<file path="src/rtl/alu64_pkg.sv">
package alu64_pkg;
    typedef enum logic [3:0] {
        OP_ADD  = 4'd0,
        OP_ADDU = 4'd1,
        OP_SUB  = 4'd2,
        OP_SUBU = 4'd3,
        OP_AND  = 4'd4,
        OP_OR   = 4'd5,
        OP_XOR  = 4'd6,
        OP_SLL  = 4'd7,
        OP_SRL  = 4'd8,
        OP_SRA  = 4'd9,
        OP_SLT  = 4'd10,
        OP_SLTU = 4'd11,
        OP_LUI  = 4'd12,
        OP_MOVZ = 4'd13,
        OP_MOVN = 4'd14,
        OP_NONE = 4'd15
    } alu_op_e;

    typedef enum logic [1:0] {
        LG_AND = 2'd0,
        LG_OR  = 2'd1,
        LG_XOR = 2'd2
    } logic_sel_e;

    typedef enum logic [1:0] {
        SH_LEFT  = 2'd0,
        SH_RIGHT = 2'd1,
        SH_ARITH = 2'd2
    } shift_sel_e;
endpackage

</file>
<file path="src/rtl/alu64_addsub.sv">
module alu64_addsub #(
    parameter int W = 64
) (
    input  logic [W-1:0] a,
    input  logic [W-1:0] b,
    input  logic         sub,
    output logic [W-1:0] sum,
    output logic         ovf,
    output logic         lt_s,
    output logic         lt_u
);
    logic [W-1:0] b_eff;
    logic [W:0]   wide;

    always_comb begin
        b_eff = sub ? ~b : b;
        wide  = {1'b0, a} + {1'b0, b_eff} + {{W{1'b0}}, sub};
        sum   = wide[W-1:0];
        ovf   = (a[W-1] == b_eff[W-1]) && (sum[W-1] != a[W-1]);
        lt_s  = sum[W-1] ^ ovf;
        lt_u  = ~wide[W];
    end
endmodule

</file>
<file path="src/rtl/alu64_logic.sv">
module alu64_logic
    import alu64_pkg::*;
#(
    parameter int W = 64
) (
    input  logic [W-1:0] a,
    input  logic [W-1:0] b,
    input  logic_sel_e   sel,
    output logic [W-1:0] y
);
    always_comb begin
        unique case (sel)
            LG_AND:  y = a & b;
            LG_OR:   y = a | b;
            LG_XOR:  y = a ^ b;
            default: y = '0;
        endcase
    end
endmodule

</file>
<file path="src/rtl/alu64_shift.sv">
module alu64_shift
    import alu64_pkg::*;
#(
    parameter int W   = 64,
    parameter int SHW = $clog2(W)
) (
    input  logic [W-1:0]   val,
    input  logic [SHW-1:0] amt,
    input  shift_sel_e     sel,
    output logic [W-1:0]   y
);
    always_comb begin
        unique case (sel)
            SH_LEFT:  y = val << amt;
            SH_RIGHT: y = val >> amt;
            SH_ARITH: y = W'($signed(val) >>> amt);
            default:  y = '0;
        endcase
    end
endmodule

</file>
<file path="src/rtl/int_alu64.sv">
module int_alu64
    import alu64_pkg::*;
#(
    parameter int W       = 64,
    parameter int IMM_W   = 16,
    parameter int REG_W   = 5,
    parameter int LUI_POS = 32
) (
    input  logic             clk,
    input  logic             rst_n,
    input  logic             in_valid,
    input  logic [3:0]       op,
    input  logic [W-1:0]     opnd_a,
    input  logic [W-1:0]     opnd_b,
    input  logic [IMM_W-1:0] imm,
    input  logic             use_imm,
    input  logic [REG_W-1:0] dest_idx,
    output logic             out_valid,
    output logic [W-1:0]     result,
    output logic             wr_en,
    output logic             ovf_trap,
    output logic [REG_W-1:0] out_dest
);
    localparam int SHW = $clog2(W);

    alu_op_e      op_e;
    logic [W-1:0] imm_sx;
    logic [W-1:0] opnd2;
    logic [SHW-1:0] sh_amt;
    logic [W-1:0] lui_val;
    logic         use_sub;
    logic [W-1:0] as_sum;
    logic         as_ovf, as_lt_s, as_lt_u;
    logic [W-1:0] lg_y, sh_y;
    logic_sel_e   lg_sel;
    shift_sel_e   sh_sel;

    logic [W-1:0] nxt_res;
    logic         nxt_cond;
    logic         nxt_trap;

    always_comb begin
        op_e    = alu_op_e'(op);
        imm_sx  = {{(W-IMM_W){imm[IMM_W-1]}}, imm};
        opnd2   = use_imm ? imm_sx : opnd_b;
        sh_amt  = use_imm ? imm[SHW-1:0] : opnd_b[SHW-1:0];
        lui_val = '0;
        lui_val[LUI_POS +: IMM_W] = imm;
        use_sub = (op_e == OP_SUB) || (op_e == OP_SUBU) ||
                  (op_e == OP_SLT) || (op_e == OP_SLTU);
        unique case (op_e)
            OP_OR:   lg_sel = LG_OR;
            OP_XOR:  lg_sel = LG_XOR;
            default: lg_sel = LG_AND;
        endcase
        unique case (op_e)
            OP_SRL:  sh_sel = SH_RIGHT;
            OP_SRA:  sh_sel = SH_ARITH;
            default: sh_sel = SH_LEFT;
        endcase
    end

    alu64_addsub #(.W(W)) u_addsub (
        .a    (opnd_a),
        .b    (opnd2),
        .sub  (use_sub),
        .sum  (as_sum),
        .ovf  (as_ovf),
        .lt_s (as_lt_s),
        .lt_u (as_lt_u)
    );

    alu64_logic #(.W(W)) u_logic (
        .a   (opnd_a),
        .b   (opnd2),
        .sel (lg_sel),
        .y   (lg_y)
    );

    alu64_shift #(.W(W), .SHW(SHW)) u_shift (
        .val (opnd_a),
        .amt (sh_amt),
        .sel (sh_sel),
        .y   (sh_y)
    );

    always_comb begin
        nxt_res  = '0;
        nxt_cond = 1'b1;
        nxt_trap = 1'b0;
        unique case (op_e)
            OP_ADD, OP_SUB: begin
                nxt_res  = as_sum;
                nxt_trap = as_ovf;
            end
            OP_ADDU, OP_SUBU:        nxt_res = as_sum;
            OP_AND, OP_OR, OP_XOR:   nxt_res = lg_y;
            OP_SLL, OP_SRL, OP_SRA:  nxt_res = sh_y;
            OP_SLT:  nxt_res = {{(W-1){1'b0}}, as_lt_s};
            OP_SLTU: nxt_res = {{(W-1){1'b0}}, as_lt_u};
            OP_LUI:  nxt_res = lui_val;
            OP_MOVZ: begin
                nxt_res  = opnd_a;
                nxt_cond = (opnd_b == '0);
            end
            OP_MOVN: begin
                nxt_res  = opnd_a;
                nxt_cond = (opnd_b != '0);
            end
            default: nxt_cond = 1'b0;
        endcase
    end

    always_ff @(posedge clk or negedge rst_n) begin
        if (!rst_n) begin
            out_valid <= 1'b0;
            result    <= '0;
            wr_en     <= 1'b0;
            ovf_trap  <= 1'b0;
            out_dest  <= '0;
        end else begin
            out_valid <= in_valid;
            if (in_valid) begin
                result   <= nxt_res;
                out_dest <= dest_idx;
                ovf_trap <= nxt_trap;
                wr_en    <= nxt_cond && !nxt_trap && (dest_idx != '0);
            end else begin
                ovf_trap <= 1'b0;
                wr_en    <= 1'b0;
            end
        end
    end
endmodule

</file>
<file path="config.mk">
export PLATFORM = sky130hd
export DESIGN_NAME = int_alu64
export DESIGN_NICKNAME = d
export VERILOG_FILES = /design/src/rtl/alu64_pkg.sv /design/src/rtl/alu64_addsub.sv /design/src/rtl/alu64_logic.sv /design/src/rtl/alu64_shift.sv /design/src/rtl/int_alu64.sv
export SDC_FILE = /design/constraint.sdc
export NUM_CORES = 1
export LEC_CHECK = 0
export CELL_PAD_IN_SITES_DETAIL_PLACEMENT = 1
export CELL_PAD_IN_SITES_GLOBAL_PLACEMENT = 1
export CORE_MARGIN = 2
export CORE_UTILIZATION = 37
export CTS_CLUSTER_SIZE = 40
export DETAILED_ROUTE_END_ITERATION = 6
export PLACE_DENSITY = 0.71
export SLEW_MARGIN = 30
export SYNTH_ARGS = -nofsm -noshare
export SYNTH_HDL_FRONTEND = slang
export SYNTH_SLANG_ARGS = --single-unit
</file>
<file path="constraint.sdc">
create_clock -name clk -period 2.15 [get_ports clk]
set_clock_uncertainty 0.15 [all_clocks]
set_input_delay 0.3225 -clock clk [delete_from_list [all_inputs] [get_ports clk]]
set_output_delay 0.3225 -clock clk [all_outputs]
set_load 0.01 [all_outputs]
</file>
==> results of run 1 <==
per-layer routing:
| metal | global-route usage (%) | overflow |
|---|---|---|
| met2 | 96.3 | 149 |
| met1 | 82.5 | 5 |
| met4 | 82.9 | 150 |
| met3 | 74.1 | 6 |
| met5 | 55.5 | 2 |
through the flow:
stage | worst slack (ns) | utilization, % | instances
after CTS | -1.42 | 66.2 | 5017
after floorplan | -1.76 | - | 2889
after global placement | -2.43 | 58.7 | 4863
after detailed placement | -2.65 | 58.7 | 4863
repair_timing:
action / in CTS
endpoints found under the setup margin: 66
resized for setup: 616
endpoints found under the hold margin: 37
gates cloned: 13
hold buffers: 1
buffers inserted: 136
pin swaps: 206
cell families after synthesis:
group,after synthesis,share of synthesized area (%)
compound gates,953,30.1
simple gates,829,17.1
buf+inv,404,7.66
mux,324,20.9
fa+ha+maj,194,11.3
xor+xnor,113,4.60
flops,72,8.37
==> impl_results.md, run 1 <==
- Commonest cells post-synth: nand2_1, a21oi_1, nor2_1, mux2i_1, ha_1
- Vias in the first global route: 47200
- Mapped Area: 21500 um^2
- Post-synthesis cell count: 2889
- Synth area leader: ha_1
- Starting density of the core: 37.4%
- CTS Buffer Depth: 2
- Boundary pin count: 229
- First-pass GRT wire length: 372 mm
- Synth Warn #: 0
- Async SR Flop Fraction: 100%
- Clock Tree Root: clkbuf_16
- Number of synthesized register bits: 72
- Aggregate global-route resource usage: 83.9%
- Post-DP Area: 33800 um^2
- Syn avg cell area: 7.45 um^2
- FP Rows: 88
- IO buf count: 228
- Die span in y: 245 um
- Primary FF master, synth: dfrtp_1
- Number of flops mapped to enable cells by yosys: 0
- Most common cell in the synthesized netlist: nand2_1
- Failed at: global routing
- Grt total ovfl: 312
- CTS H-Tree Depth: 3
- Largest net degree at the start of global routing: 49
- Netlist cell types: 85
- Routability cong.: 1.22
- Dpl hpwl: 143 mm
- Syn Nets: 3240
- Die width: 245 um
- Top-area cell type share of the netlist area: 11.2%
- Synth area leaders: ha_1, mux2i_1, mux4_2
- Outcome: did not finish
- Sequential share of the synthesized area: 8.37%
- Total clock sinks: 72
- Cts bufs inserted: 9
- Halt Reason: [ERROR GRT-0116] Global routing finished with congestion. Check the congestion regions in the DRC Viewer.
==> run 2, diff against run 1 <==
--- a/config.mk
+++ b/config.mk
@@ -5,13 +5,10 @@
 export SDC_FILE = /design/constraint.sdc
 export NUM_CORES = 1
 export LEC_CHECK = 0
-export CELL_PAD_IN_SITES_DETAIL_PLACEMENT = 1
-export CELL_PAD_IN_SITES_GLOBAL_PLACEMENT = 1
 export CORE_MARGIN = 2
-export CORE_UTILIZATION = 37
-export CTS_CLUSTER_SIZE = 40
+export CORE_UTILIZATION = 22
 export DETAILED_ROUTE_END_ITERATION = 6
-export PLACE_DENSITY = 0.71
+export PLACE_DENSITY_LB_ADDON = 0.15
 export SLEW_MARGIN = 30
 export SYNTH_ARGS = -nofsm -noshare
 export SYNTH_HDL_FRONTEND = slang
==> run 2 against run 1 <==
- the flow now finishes, with violations (design-rule violations, negative setup slack)
- synthesized cell count is the same
- area after synthesis is the same
==> impl_results.md, run 2 <==
- Violated checks: design-rule violations, negative setup slack
- Starting density of the core: 22.2% (-15 points)
- Post-synthesis cell count: 2889 (unchanged)
- Cts bufs inserted: 9 (unchanged)
- Min Tclk post-route: 3.83 ns
- Aggregate global-route resource usage: 35.3%
- Syn avg cell area: 7.45 um^2 (unchanged)
- Via-to-Cell Ratio: 5.72
- Synth area leaders: ha_1, mux2i_1, mux4_2
- Async SR Flop Fraction: 100% (unchanged)
- Number of flops mapped to enable cells by yosys: 0 (unchanged)
- Syn Nets: 3240 (unchanged)
- Type of destination of the critical path: register
- Final Power: 20.8 mW
- Top Registers: result x64, out_dest x5
- Crit path required time: 2.28 ns
- Total clock sinks: 72 (unchanged)
- Crit Path Max Fanout: 7
- DR pass1 iterations: 7
- Pre-CTS setup slack: -2.72 ns (-0.0776 ns)
- Clk_lat worst skew: 0.40 ns
- Number of synthesized register bits: 72 (unchanged)
- Boundary pin count: 229 (unchanged)
- Nets: 4770
- Pleak: 18.6 nW
- Grt total ovfl: 0
- Final instance area: 41400 um^2
- Comb pwr share: 82.3%
- Die area: 100000 um^2
- Compound-Gate Fraction of Synth Area: 30.1% (unchanged)
- P&R area growth vs syn: 92.1%
- Highest Clock Rate: 261 MHz
- Vias in the first global route: 31200
- Hold Worst Slack: 0.280 ns
- Hold Crit Start: in_valid
- MaxCap Viol Count: 0
- Worst slew pin tran: 0.814 ns
- Dpl hpwl: 151 mm (+6.0%)
- Die span in y: 317 um (+29%)
- Mapped Area: 21500 um^2 (unchanged)
- Post-synthesis xor/xnor area fraction: 4.60% (unchanged)
- Setup slack of the most critical reg-to-reg path: -0.23 ns
- Relative slew slack: 44.2%
- Commonest cells post-synth: nand2_1, a21oi_1, nor2_1, mux2i_1, ha_1
- Outcome: finished, violations left
- Fin. max-slew vios: 0
- Sw frac: 49.0%
- Starting DRC count in detailed routing: 4090
- FP Rows: 114 (+30%)
- Setup ws final: -1.68 ns
- Startpoint types: primary input
- Most flop-heavy register: result
- RR Startpoint: result[55]
- Register-to-Register Path Depth: 8
- Final core occ: 42.7%
- Synth Area in Adders: 11.3% (unchanged)
- CTS H-Tree Depth: 3 (unchanged)
- IO buf count: 228 (unchanged)
- Clock power share: 8.5%
- Portion of netlist area occupied by mux cells: 20.9% (unchanged)
- CTS tree: built
- Most frequent cells in the layout: buf_4, nand2_1, nor2_1
- Pwr/cell area: 502 nW/um^2
- Most common cell in the synthesized netlist: nand2_1
- Largest net degree at the start of global routing: 62
- Post-DP Area: 35800 um^2 (+5.9%)
- Final hold violation count: 0
- Post-DRT Antenna Nets: 0
- Clock Tree Root: clkbuf_16
- R2r endpoint: result[55]
- Hold Path Depth: 3
- Final setup vio count: 66
- Die width: 317 um (+29%)
- WS Path Type: in -> reg
- Most common cell after layout, fill and taps aside: buf_4
- Initial antenna violation count: 17
- Largest family of logic cells by synthesized area: compound AO/OA/AOI/OAI gates
- Final period util: 178%
- CTS Buffer Depth: 2 (unchanged)
- WP data arrival: 3.97 ns
- Cell internal pwr: 10.6 mW
- Top-area cell type share of the netlist area: 11.2% (unchanged)
- End of the worst hold path: out_valid
- First-pass GRT wire length: 248 mm
- Reg power frac: 9.3%
- Netlist cell types: 85 (unchanged)
- DR WL/cell: 32.3 um
- Simple-Gate Fraction of Synth Area: 17.1% (unchanged)
- Largest register FFs: 64
- Sw power: 10.2 mW
- Peak VDD IR: 430 uV
- Hold Crit Class: in -> reg
- Synth Warn #: 0 (unchanged)
- Vias: 32600
- Primary FF master, synth: dfrtp_1
- Synth area leader: ha_1
- Routability cong.: 1.08 (-12%)
- Clk slew on worst S/H paths: 0.07 ns
- Routed WL: 184 mm
- Number of remaining DRC errors: 5
- RSZ-0062 raised after global routing: yes
- Share of cells above drive strength 1: 48.3%
- Core area: 96900 um^2
- Sequential share of the synthesized area: 8.37% (unchanged)
==> run 2: cell counts after synthesis <==
Identical to the previous run, type by type.
==> run 2: kinds of logic after synthesis <==
logic type,after synthesis
AOI/OAI and AO/OA,953
xor gates and xnor gates,113
adders and majority gates,194
buffers and inverters,404
DFF,72
muxes,324
and+or+nand+nor,829
==> run 2: metal layers <==
metal / global-route usage, % / part of all wire [%] / vias to the layer above
li1: - / - / 14100
met1: 49.4 / 43 / 16300
met2: 53.2 / 42 / 1902
met3: 6.31 / 9.2 / 351
met4: 14.6 / 5.0 / 18
met5: 0 / 0.060 / -
==> run 2: worst max-delay path by stage <==
stage	slack, ns	start	end
after floorplan	-1.76	use_imm	result[56]
after global placement	-2.74	imm[15]	ovf_trap
after detailed placement	-2.72	imm[15]	ovf_trap
after CTS	-1.59	use_imm	result[36]
after global routing	-1.72	use_imm	result[59]
final	-1.68	use_imm	result[51]
==> run 2: final cells by class <==
| cell class | count | area (um^2) |
|---|---|---|
| Sequential cell | 72 | 1800 |
| Multi-Input combinational cell | 2413 | 21300 |
| Clock inverter | 7 | 78.8 |
| Clock buffer | 9 | 225 |
| Antenna cell | 2 | 5.00 |
| Tap cell | 1276 | 1600 |
| Fill cell | 9745 | 55500 |
| Timing Repair Buffer | 1774 | 15700 |
| Inverter | 149 | 598 |
==> run 2: worst max-delay path: stages <==
cell and delay (ns):
buf_12 0.11, buf_12 0.14, buf_12 0.13, and2_4 0.20, buf_12 0.17, buf_6 0.12, a21oi_4 0.15, xnor2_2 0.07
ha_1 0.31, buf_4 0.12, nand4_1 0.11, or4_4 0.46, buf_6 0.14, nor4b_4 0.36, buf_4 0.21, nor3_2 0.05
o31ai_2 0.32, o22ai_1 0.14, a211o_1 0.27
==> run 2: repair_timing <==
| item | CTS | global route |
|---|---|---|
| pin swaps | 142 | 171 |
| gates resized for setup | 517 | 265 |
| buffers inserted | 117 | 82 |
| endpoints found under the setup margin | 66 | 66 |
| hold buffers | 1 | 0 |
| gates cloned | 8 | 4 |
| endpoints found under the hold margin | 25 | 0 |
==> run 2: power groups by stage <==
| stage | registers (mW) | logic, mW | clock network, mW |
|---|---|---|---|
| after global placement | 1.93 | 14.1 | 0 |
| after detailed placement | 1.92 | 14.0 | 0 |
| after CTS | 1.90 | 15.7 | 1.76 |
| after global routing | 1.92 | 17.6 | 1.79 |
| after floorplan | 1.84 | 5.58 | 0 |
| final | 1.93 | 17.1 | 1.76 |
==> run 2: stage by stage <==
| step | setup TNS [ns] | instances |
|---|---|---|
| finish | -92.91 | 5702 |
| global route | -96.24 | 5700 |
| CTS | -90.33 | 5632 |
| detailed placement | -144.01 | 5500 |
| global placement | -143.49 | 5500 |
| floorplan | -94.51 | 2889 |
(Power assumes the default switching activity.)
